<file path="src/rtl/msi_pkg.sv">
// Shared encodings for the snooping MSI controller.
// Assumes a two-bit field for line state, bus command and processor operation.
package msi_pkg;

    typedef enum logic [1:0] {
        ST_I = 2'd0,
        ST_S = 2'd1,
        ST_M = 2'd2
    } line_st_t;

    typedef enum logic [1:0] {
        BC_IDLE = 2'd0,
        BC_RD   = 2'd1,
        BC_WR   = 2'd2,
        BC_CB   = 2'd3
    } bus_cmd_t;

    typedef enum logic [1:0] {
        OP_RD  = 2'd0,
        OP_WR  = 2'd1,
        OP_EV  = 2'd2,
        OP_NOP = 2'd3
    } cpu_op_t;

    typedef struct packed {
        line_st_t nxt;
        logic     upd;
        logic     cb;
    } snoop_act_t;

    // Reaction of a matching valid line to a foreign snooped command.
    function automatic snoop_act_t snoop_react(line_st_t st, bus_cmd_t cmd);
        snoop_act_t a;
        a.nxt = st;
        a.upd = 1'b0;
        a.cb  = 1'b0;
        case (cmd)
            BC_RD: if (st == ST_M) begin
                a.nxt = ST_S;
                a.upd = 1'b1;
                a.cb  = 1'b1;
            end
            BC_WR: if (st != ST_I) begin
                a.nxt = ST_I;
                a.upd = 1'b1;
                a.cb  = (st == ST_M);
            end
            default: ;
        endcase
        return a;
    endfunction

endpackage

</file>
<file path="src/rtl/msi_line_table.sv">
// Direct-mapped table of line state and tag, one entry per index.
// Two read ports (processor, snoop) and two write ports; the snoop write wins
// if both target one index (the top module never lets that happen).
module msi_line_table
    import msi_pkg::*;
#(
    parameter int IDX_W = 2,
    parameter int TAG_W = 4
) (
    input  logic             clk,
    input  logic             rst_n,
    input  logic [IDX_W-1:0] cpu_idx,
    output line_st_t         cpu_st,
    output logic [TAG_W-1:0] cpu_tag,
    input  logic [IDX_W-1:0] snp_idx,
    output line_st_t         snp_st,
    output logic [TAG_W-1:0] snp_tag,
    input  logic             cpu_we,
    input  line_st_t         cpu_wst,
    input  logic [TAG_W-1:0] cpu_wtag,
    input  logic             snp_we,
    input  line_st_t         snp_wst
);
    localparam int LINES = 1 << IDX_W;

    line_st_t         st_q  [LINES];
    logic [TAG_W-1:0] tag_q [LINES];

    for (genvar i = 0; i < LINES; i++) begin : g_line
        // Hold and update one entry.
        always_ff @(posedge clk) begin
            if (!rst_n) begin
                st_q[i]  <= ST_I;
                tag_q[i] <= '0;
            end else if (snp_we && snp_idx == IDX_W'(i)) begin
                st_q[i]  <= snp_wst;
            end else if (cpu_we && cpu_idx == IDX_W'(i)) begin
                st_q[i]  <= cpu_wst;
                tag_q[i] <= cpu_wtag;
            end
        end
    end

    // Combinational lookups for both sides.
    always_comb begin
        cpu_st  = st_q[cpu_idx];
        cpu_tag = tag_q[cpu_idx];
        snp_st  = st_q[snp_idx];
        snp_tag = tag_q[snp_idx];
    end

endmodule

</file>
<file path="src/rtl/msi_cpu_side.sv">
// Processor-side decision logic: hit detection, victim write-back, bus request.
// Assumes the grant is valid in the cycle it is sampled and that the caller
// forces 'blocked' when a snoop owns the same index.
module msi_cpu_side
    import msi_pkg::*;
#(
    parameter int ADDR_W = 6,
    parameter int IDX_W  = 2,
    parameter int DATA_W = 16
) (
    input  logic                    cpu_valid,
    input  logic [1:0]              cpu_op,
    input  logic [ADDR_W-1:0]       cpu_addr,
    input  logic [DATA_W-1:0]       cpu_rdata,
    input  line_st_t                line_st,
    input  logic [ADDR_W-IDX_W-1:0] line_tag,
    input  logic                    blocked,
    input  logic                    gnt,
    output logic                    ready,
    output logic                    req,
    output bus_cmd_t                cmd,
    output logic [ADDR_W-1:0]       baddr,
    output logic [DATA_W-1:0]       bdata,
    output logic                    we,
    output line_st_t                wst,
    output logic [ADDR_W-IDX_W-1:0] wtag
);
    localparam int TAG_W = ADDR_W - IDX_W;

    logic [TAG_W-1:0] tag;
    logic [IDX_W-1:0] idx;
    logic             match;
    logic             dirty_victim;
    cpu_op_t          op;

    // Split the address and classify the line.
    always_comb begin
        tag          = cpu_addr[ADDR_W-1:IDX_W];
        idx          = cpu_addr[IDX_W-1:0];
        op           = cpu_op_t'(cpu_op);
        match        = (line_tag == tag) && (line_st != ST_I);
        dirty_victim = (line_st == ST_M) && (line_tag != tag);
    end

    // Decide completion, bus transaction and line update.
    always_comb begin
        ready = 1'b0;
        req   = 1'b0;
        cmd   = BC_IDLE;
        baddr = cpu_addr;
        bdata = '0;
        we    = 1'b0;
        wst   = ST_I;
        wtag  = tag;
        if (cpu_valid && !blocked) begin
            if ((op == OP_RD || op == OP_WR) && dirty_victim) begin
                req   = 1'b1;
                cmd   = BC_CB;
                baddr = {line_tag, idx};
                bdata = cpu_rdata;
                if (gnt) begin
                    we   = 1'b1;
                    wst  = ST_I;
                    wtag = line_tag;
                end
            end else begin
                case (op)
                    OP_RD: begin
                        if (match) begin
                            ready = 1'b1;
                        end else begin
                            req = 1'b1;
                            cmd = BC_RD;
                            if (gnt) begin
                                we    = 1'b1;
                                wst   = ST_S;
                                ready = 1'b1;
                            end
                        end
                    end
                    OP_WR: begin
                        if (match && line_st == ST_M) begin
                            ready = 1'b1;
                        end else begin
                            req = 1'b1;
                            cmd = BC_WR;
                            if (gnt) begin
                                we    = 1'b1;
                                wst   = ST_M;
                                ready = 1'b1;
                            end
                        end
                    end
                    OP_EV: begin
                        if (match && line_st == ST_M) begin
                            req   = 1'b1;
                            cmd   = BC_CB;
                            bdata = cpu_rdata;
                            if (gnt) begin
                                we    = 1'b1;
                                wst   = ST_I;
                                ready = 1'b1;
                            end
                        end else if (match) begin
                            we    = 1'b1;
                            wst   = ST_I;
                            ready = 1'b1;
                        end else begin
                            ready = 1'b1;
                        end
                    end
                    default: ready = 1'b1;
                endcase
            end
        end
    end

endmodule

</file>
<file path="src/rtl/msi_snoop_side.sv">
// Snoop-side logic: matches foreign bus transactions against the table,
// updates the line and registers a copy-back response for the next cycle.
// Assumes the data array presents the word at the snooped index combinationally.
module msi_snoop_side
    import msi_pkg::*;
#(
    parameter int ADDR_W = 6,
    parameter int IDX_W  = 2,
    parameter int DATA_W = 16,
    parameter int ID_W   = 2,
    parameter int MY_ID  = 0
) (
    input  logic                    clk,
    input  logic                    rst_n,
    input  logic                    snp_valid,
    input  logic [1:0]              snp_cmd,
    input  logic [ADDR_W-1:0]       snp_addr,
    input  logic [ID_W-1:0]         snp_id,
    input  logic [DATA_W-1:0]       snp_rdata,
    input  line_st_t                line_st,
    input  logic [ADDR_W-IDX_W-1:0] line_tag,
    output logic                    foreign,
    output logic                    we,
    output line_st_t                wst,
    output logic                    cb_valid,
    output logic [ADDR_W-1:0]       cb_addr,
    output logic [DATA_W-1:0]       cb_data
);
    localparam logic [ID_W-1:0] SELF = ID_W'(MY_ID);

    logic       hit;
    snoop_act_t act;

    // Look up the line and pick its reaction.
    always_comb begin
        foreign = snp_valid && (snp_id != SELF);
        hit     = foreign && (line_tag == snp_addr[ADDR_W-1:IDX_W]) && (line_st != ST_I);
        act     = snoop_react(line_st, bus_cmd_t'(snp_cmd));
        we      = hit && act.upd;
        wst     = act.nxt;
    end

    // Register the copy-back response one cycle after the snoop.
    always_ff @(posedge clk) begin
        if (!rst_n) begin
            cb_valid <= 1'b0;
            cb_addr  <= '0;
            cb_data  <= '0;
        end else begin
            cb_valid <= hit && act.cb;
            if (hit && act.cb) begin
                cb_addr <= snp_addr;
                cb_data <= snp_rdata;
            end
        end
    end

endmodule

</file>
<file path="src/rtl/msi_snoop_ctrl.sv">
// Top of the per-cache MSI coherence controller. Joins the line table, the
// processor side and the snoop side. A foreign snoop to the processor's index
// blocks the processor side for that cycle.
module msi_snoop_ctrl
    import msi_pkg::*;
#(
    parameter int ADDR_W = 6,
    parameter int IDX_W  = 2,
    parameter int DATA_W = 16,
    parameter int ID_W   = 2,
    parameter int MY_ID  = 0
) (
    input  logic              clk,
    input  logic              rst_n,
    input  logic              cpu_valid,
    input  logic [1:0]        cpu_op,
    input  logic [ADDR_W-1:0] cpu_addr,
    input  logic [DATA_W-1:0] cpu_rdata,
    output logic              cpu_ready,
    output logic              bus_req,
    input  logic              bus_gnt,
    output logic [1:0]        bus_cmd,
    output logic [ADDR_W-1:0] bus_addr,
    output logic [ID_W-1:0]   bus_id,
    output logic [DATA_W-1:0] bus_data,
    input  logic              snp_valid,
    input  logic [1:0]        snp_cmd,
    input  logic [ADDR_W-1:0] snp_addr,
    input  logic [ID_W-1:0]   snp_id,
    input  logic [DATA_W-1:0] snp_rdata,
    output logic              cb_valid,
    output logic [ADDR_W-1:0] cb_addr,
    output logic [DATA_W-1:0] cb_data
);
    localparam int TAG_W = ADDR_W - IDX_W;

    line_st_t         cpu_st, snp_st, cpu_wst, snp_wst;
    logic [TAG_W-1:0] cpu_tag, snp_tag, cpu_wtag;
    logic             cpu_we, snp_we, foreign, blocked;
    bus_cmd_t         cmd;

    msi_line_table #(.IDX_W(IDX_W), .TAG_W(TAG_W)) u_table (
        .clk      (clk),
        .rst_n    (rst_n),
        .cpu_idx  (cpu_addr[IDX_W-1:0]),
        .cpu_st   (cpu_st),
        .cpu_tag  (cpu_tag),
        .snp_idx  (snp_addr[IDX_W-1:0]),
        .snp_st   (snp_st),
        .snp_tag  (snp_tag),
        .cpu_we   (cpu_we),
        .cpu_wst  (cpu_wst),
        .cpu_wtag (cpu_wtag),
        .snp_we   (snp_we),
        .snp_wst  (snp_wst)
    );

    msi_snoop_side #(
        .ADDR_W(ADDR_W), .IDX_W(IDX_W), .DATA_W(DATA_W), .ID_W(ID_W), .MY_ID(MY_ID)
    ) u_snoop (
        .clk       (clk),
        .rst_n     (rst_n),
        .snp_valid (snp_valid),
        .snp_cmd   (snp_cmd),
        .snp_addr  (snp_addr),
        .snp_id    (snp_id),
        .snp_rdata (snp_rdata),
        .line_st   (snp_st),
        .line_tag  (snp_tag),
        .foreign   (foreign),
        .we        (snp_we),
        .wst       (snp_wst),
        .cb_valid  (cb_valid),
        .cb_addr   (cb_addr),
        .cb_data   (cb_data)
    );

    // Snoop priority: a foreign snoop on the same index stalls the processor.
    always_comb begin
        blocked = foreign && (snp_addr[IDX_W-1:0] == cpu_addr[IDX_W-1:0]);
    end

    msi_cpu_side #(.ADDR_W(ADDR_W), .IDX_W(IDX_W), .DATA_W(DATA_W)) u_cpu (
        .cpu_valid (cpu_valid),
        .cpu_op    (cpu_op),
        .cpu_addr  (cpu_addr),
        .cpu_rdata (cpu_rdata),
        .line_st   (cpu_st),
        .line_tag  (cpu_tag),
        .blocked   (blocked),
        .gnt       (bus_gnt),
        .ready     (cpu_ready),
        .req       (bus_req),
        .cmd       (cmd),
        .baddr     (bus_addr),
        .bdata     (bus_data),
        .we        (cpu_we),
        .wst       (cpu_wst),
        .wtag      (cpu_wtag)
    );

    // Drive the bus command and requester ID.
    always_comb begin
        bus_cmd = cmd;
        bus_id  = ID_W'(MY_ID);
    end

endmodule

</file>
<file path="config.mk">
export PLATFORM = sky130hd
export DESIGN_NAME = msi_snoop_ctrl
export DESIGN_NICKNAME = d
export VERILOG_FILES = /design/src/rtl/msi_pkg.sv /design/src/rtl/msi_line_table.sv /design/src/rtl/msi_cpu_side.sv /design/src/rtl/msi_snoop_side.sv /design/src/rtl/msi_snoop_ctrl.sv
export SDC_FILE = /design/constraint.sdc
export NUM_CORES = 1
export LEC_CHECK = 0
export BUFFER_PORTS_ARGS = -buffer_cell sky130_fd_sc_hd__buf_4
export CORE_MARGIN = 3
export CORE_UTILIZATION = 45
export CTS_BUF_LIST = sky130_fd_sc_hd__clkbuf_4 sky130_fd_sc_hd__clkbuf_8
export DETAILED_ROUTE_END_ITERATION = 10
export PLACE_DENSITY = 0.74
export SYNTH_ARGS = -nofsm -noshare
export SYNTH_HDL_FRONTEND = slang
export SYNTH_SLANG_ARGS = --single-unit
</file>
<file path="constraint.sdc">
create_clock -name clk -period 7.97 [get_ports clk]
set_clock_uncertainty 0.05 [all_clocks]
set_input_delay 1.1955 -clock clk [delete_from_list [all_inputs] [get_ports clk]]
set_output_delay 1.1955 -clock clk [all_outputs]
set_load 0.02 [all_outputs]
</file>
; Yosys cells after proc, flatten, opt, wreduce, memory -nomap -nowiden
; Memories as Yosys holds them, arrays and structs flattened.
; Index checks and enable logic that the tools add are counted.
[totals]
regBits = 23
latch_bits = 0
ram_bits = 24
mem_bits_ro = 0
inputBits = 55
output_inout_bits = 51
wordCells = 146
memories = 2
[classes]
n_addsub = 0
mul = 0
div_mod_pow = 0
magnitude_cmp = 0
eq_ne = 16
shift = 0
muxes = 86
bitwise = 12
reduce_logical = 27
[memory_table]
columns = memory, depth, width, read_ports, rd_ports_with_merged_regs, write_ports, line_no
row1 = u_table.tag_q, 4, 4, 2, 0, 4, msi_line_table.sv:27  ; logic [TAG_W-1:0] tag_q [LINES];
row2 = u_table.st_q, 4, 2, 2, 0, 4, msi_line_table.sv:26  ; line_st_t st_q [LINES];
[op_table]
columns = cell, count
row1 = two-way mux 16 bit, 4
row2 = two-way mux 1 bit, 48
row3 = two-way mux 4 bit, 9
row4 = two-way mux 2 bit, 17
row5 = logical AND 1 bit, 19
row6 = "equality test 2 bit, second input constant", 8
row7 = two-way mux 6 bit, 2
row8 = bitwise OR 1 bit, 12
row9 = one-hot mux 1 bit (3 select lines), 3
row10 = "equality test 2 x 1 -> 1 bit, second input constant", 4
row11 = equality test 4 bit, 2
row12 = one-hot mux 4 bit (2 select lines), 1
row13 = zero test 2 bit, 3
row14 = one-hot mux 2 bit (3 select lines), 1
row15 = nonzero test 2 bit, 3
row16 = != test 4 bit, 1
row17 = one-hot mux 2 bit (2 select lines), 1
row18 = equality test 2 bit, 1
row19 = zero test 1 bit, 1
row20 = logical OR 1 bit, 1

; Logic depth before layout (Yosys ltp)
; An unclocked memory read counts as a cell.
[logic_depth]
word_depth = 14
depth_mapped = 10
mapped_depth_nobuf = 8

; Modules after synthesis
; Synthesis repeated with hierarchy kept, for this count alone.
[unflattened]
cells_unflattened = 305
hier_area_um2 = 3056.7
[by_module_without_submodules]
columns = module, instances, cells_each, area_each_um2, seq_area_each_um2
row1 = msi_line_table, 1, 112, 1440.1, 720.7
row2 = msi_snoop_side, 1, 122, 1062.3, 460.4
row3 = msi_cpu_side, 1, 65, 511.7, 0.0
row4 = msi_snoop_ctrl, 1, 6, 42.5, 0.0

; Worst setup path before layout
; Ideal clock, no wire load.
[synth_path]
path_type = in2out
from = input cpu_addr[1]
to = output bus_data[10]
arrival_time_ns = 3.402
required_time_ns = 6.725
path_slack_ns = 3.322
stages = 10
path_buffers = 3
cell_sequence = clkbuf_1 buf_2 mux4_1 xnor2_1 nand4_1 or2_1 o21ai_0 nor3b_2 clkbuf_1 and2_1
[synth_via]
elab_chain_len = 8
elab_cells_between_ends = 18
cone_classes = eq/ne (4) / mux (4) / reduce/logical (8) / memory (2)
[synth_rtl]
columns = element, line_no
row1 = "start, declared", msi_snoop_ctrl.sv:17  ; input logic [ADDR_W-1:0] cpu_addr,
row2 = memory read (4 x 4 bit) / memory read (4 x 2 bit) (equally long branches), -
row3 = equality test 4 bit / nonzero test 2 bit (equally long branches), msi_cpu_side.sv:41  ; match = (line_tag == tag) && (line_st != ST_I);
row4 = logical AND 1 bit, msi_cpu_side.sv:41
row5 = logical AND 1 bit, msi_cpu_side.sv:95  ; if (match && line_st == ST_M) begin
row6 = two-way mux 16 bit, msi_cpu_side.sv:95
row7 = two-way mux 16 bit, msi_cpu_side.sv:67  ; case (op)
row8 = two-way mux 16 bit, msi_cpu_side.sv:56  ; if ((op == OP_RD || op == OP_WR) && dirty_victim) begin
row9 = two-way mux 16 bit *, msi_cpu_side.sv:55  ; if (cpu_valid && !blocked) begin
row10 = "end, declared", msi_snoop_ctrl.sv:25  ; output logic [DATA_W-1:0] bus_data,
; Mark *: on every way between the ends. The rest lies on a longest branch, timed or not.

; Worst setup path in the final report
[layout_path]
from = input cpu_addr[0]
to = output bus_data[11]
; The elaborated chain is that of the path after synthesis.

==> flow_summary.yaml <==
status:
  outcome: "completed"
sta:
  finalSetupTns_ns: 0
  drv_slew: 0
  fin_crit_ns: 5.09
  slew_headroom_pct: 24.6
  worstMarginPinSlew_ns: 1.10
  whs_ns: 0.454
  fmax_mhz: 196
  period_share_pct: 63.9
  grt_setup_unrepaired: "no"
  finalSetupViolations: 0
  hold_viol_final: 0
placed_design:
  hpwl_um: 5850
  portBuffers: 103
  gp_congestion: 0.894
final_layout:
  area_growth_pct: 30.2
  finalNetCount: 437
  diodes: 0
  final_cell_mix: "buf_4, nor2_1, mux2i_1, edfxtp_1, dfxtp_1"
  layout_commonest_cell: "buf_4"
  drive_gt1_share_pct: 33.6
yosys:
  synthFlopType: "edfxtp_1"
  synth_cell_types: 50
  synth_area_mm2: 0.00289
  async_flop_share_pct: 0
  synth_enable_flop_cells: 24
  ys_seq_area_share_pct: 40.9
  ys_warn_count: 0
  netlist_instances: 287
  avgSynthCellArea_um2: 10.1
  ys_seq_elements: 47
grt:
  grt_usage_pct: 20.0
  grt_pass1_vias: 2403
  antenna_found_initial: 0
  grt_max_degree: 25
  grt.overflow.total: 0
  grt_pass1_wl_um: 11800
clocking:
  postCtsHoldBufs: 0
  cts_root_buffer: "clkbuf_8"
  cts_made_buffers: 5
  clk_pin_slew_worst_paths_ns: 0.09
  ctsResizeCount: 0
  htree_levels: 2
  post_cts_buffers: 0
  clk_latency_ns: 0.30
  cts.sinks: 47
  cts_buffer_depth: 2
  cts_tree: "done"
die:
  fp.dieW_um: 86.1
  core_area_mm2: 0.00606
  initial_core_util_pct: 47.6
  num_rows: 28
  io_pins: 106
  die_h_um: 86.1
  dieArea_mm2: 0.00741
setup_path:
  worstSetupPathType: "primary input to primary output"
  start_kind: "primary input"
  critPathCaptureType: "primary output"
  crit_arrival_ns: 3.84
  r2r_slack_ns: 4.62
  cp_max_fo: 17
  required_ns: 6.72
power_and_ir_drop:
  power.leakage_uw: 0.00177
  powerDensity_mw_per_mm2: 138
  peakVddDrop_uv: 131
routing:
  drt_wl_total_um: 7370
  drt_iter0_markers: 194
  wl_per_cell_um: 16.2
  routed-via-count: 2469
  drc: 0
  vias_per_cell: 5.41
  detail-route-antenna-nets: 0
  drtPass1Iterations: 4
job:
  max_cap_viol_count: 0
min_path:
  hold_class: "flip-flop to flip-flop"
synth_stat cells (2+ instances only):
cell type	n	share of area, %
a21o_1	3	0.78
a21oi_1	6	1.0
and2_1	16	3.5
buf_2	3	0.52
buf_4	6	1.6
clkbuf_1	9	1.2
dfxtp_1	23	16
edfxtp_1	24	25
ha_1	2	0.87
inv_1	7	0.91
mux2_2	4	1.6
mux2i_1	30	10
mux4_1	6	5.5
mux4_2	4	3.1
nand2_1	11	1.4
nand2b_1	4	0.87
nand3_1	3	0.52
nand4_1	6	1.3
nor2_1	52	6.8
nor2b_1	4	0.87
nor3_1	4	0.69
nor4_1	2	0.43
o211ai_1	3	0.78
o21ai_0	11	1.9
o22ai_1	4	0.87
or2_2	4	0.87
or3_1	2	0.43
or4_4	2	0.78
xnor2_1	10	3.0
xor2_1	2	0.61
cells by family after synthesis:
group / count (synthesis) / share of synthesized area [%]
multiplexers: 44 / 20.6
AND/OR/NAND/NOR: 117 / 20.5
adder cells (fa/ha/maj): 2 / 0.867
XOR/XNOR: 12 / 3.64
AO/OA/AOI/OAI: 38 / 8.85
flip-flops: 47 / 40.9
other: 1 / 0.130
buffers and inverters: 26 / 4.55
per-stage QoR:
stage          cell area (um^2)  instances  total power, uW  setup slack [ns]  util, %
2_1_floorplan              2890        288              328              3.32        -
3_3_place_gp               3660        448              368              2.99     60.4
3_5_place_dp               3660        448              369              2.87     60.4
4_1_cts                    3760        456              524              2.88     62.0
5_1_grt                    3760        456              543              2.62     62.0
6_report                   3760        456              519              2.88     62.0
final timing paths:
| kind | end | cells past startpoint | from |
|---|---|---|---|
| worst max-delay path | bus_data[11] | 9 | cpu_addr[0] |
| worst min-delay path | u_snoop.cb_data[11]$_SDFFE_PN0P_ | 2 | u_snoop.cb_data[11]$_SDFFE_PN0P_ |
| worst max register to register | u_table.tag_q[3][3]$_SDFFCE_PN0P_ | 7 | u_table.tag_q[2][3]$_SDFFCE_PN0P_ |
| worst min register to register | u_snoop.cb_data[11]$_SDFFE_PN0P_ | 2 | u_snoop.cb_data[11]$_SDFFE_PN0P_ |
final cells by class:
| type | instances | area (um^2) |
|---|---|---|
| sequential | 47 | 1180 |
| clock inverter | 1 | 8.76 |
| clock buffer | 7 | 90.1 |
| timing repair buffer | 104 | 781 |
| tap | 75 | 93.8 |
| inverter | 7 | 26.3 |
| multi-input combinational | 215 | 1580 |
| fill | 551 | 2300 |
report_power, final:
part	internal, uW	switching, uW
Combinational	48.7	53.8
Clock	75.2	80.1
Sequential	259	2.98
Total	383	137
routing by layer:
metal / vias up / global-route usage [%] / routed length (um)
met3: 9 / 2.98 / 339
li1: 1217 / - / -
met1: 1162 / 25.5 / 2970
met4: 0 / 4.60 / 102
met5: - / 0 / 0
met2: 81 / 35.5 / 3960
worst max-delay path: stages:
cell	delay (ns)
buf_4	0.21
mux4_1	0.66
xnor2_1	0.26
nand4_1	0.23
or2_1	0.31
o21ai_0	0.07
nor3b_2	0.53
and2_1	0.22
buf_4	0.14
state kept, by name (all words and copies together), names as in the netlist:
name	flops
u_snoop.cb_data	16
u_table.tag_q	16
u_table.st_q	8
u_snoop.cb_addr	6
u_snoop.cb_valid	1
No activity file was read; power rests on OpenSTA's default activity.
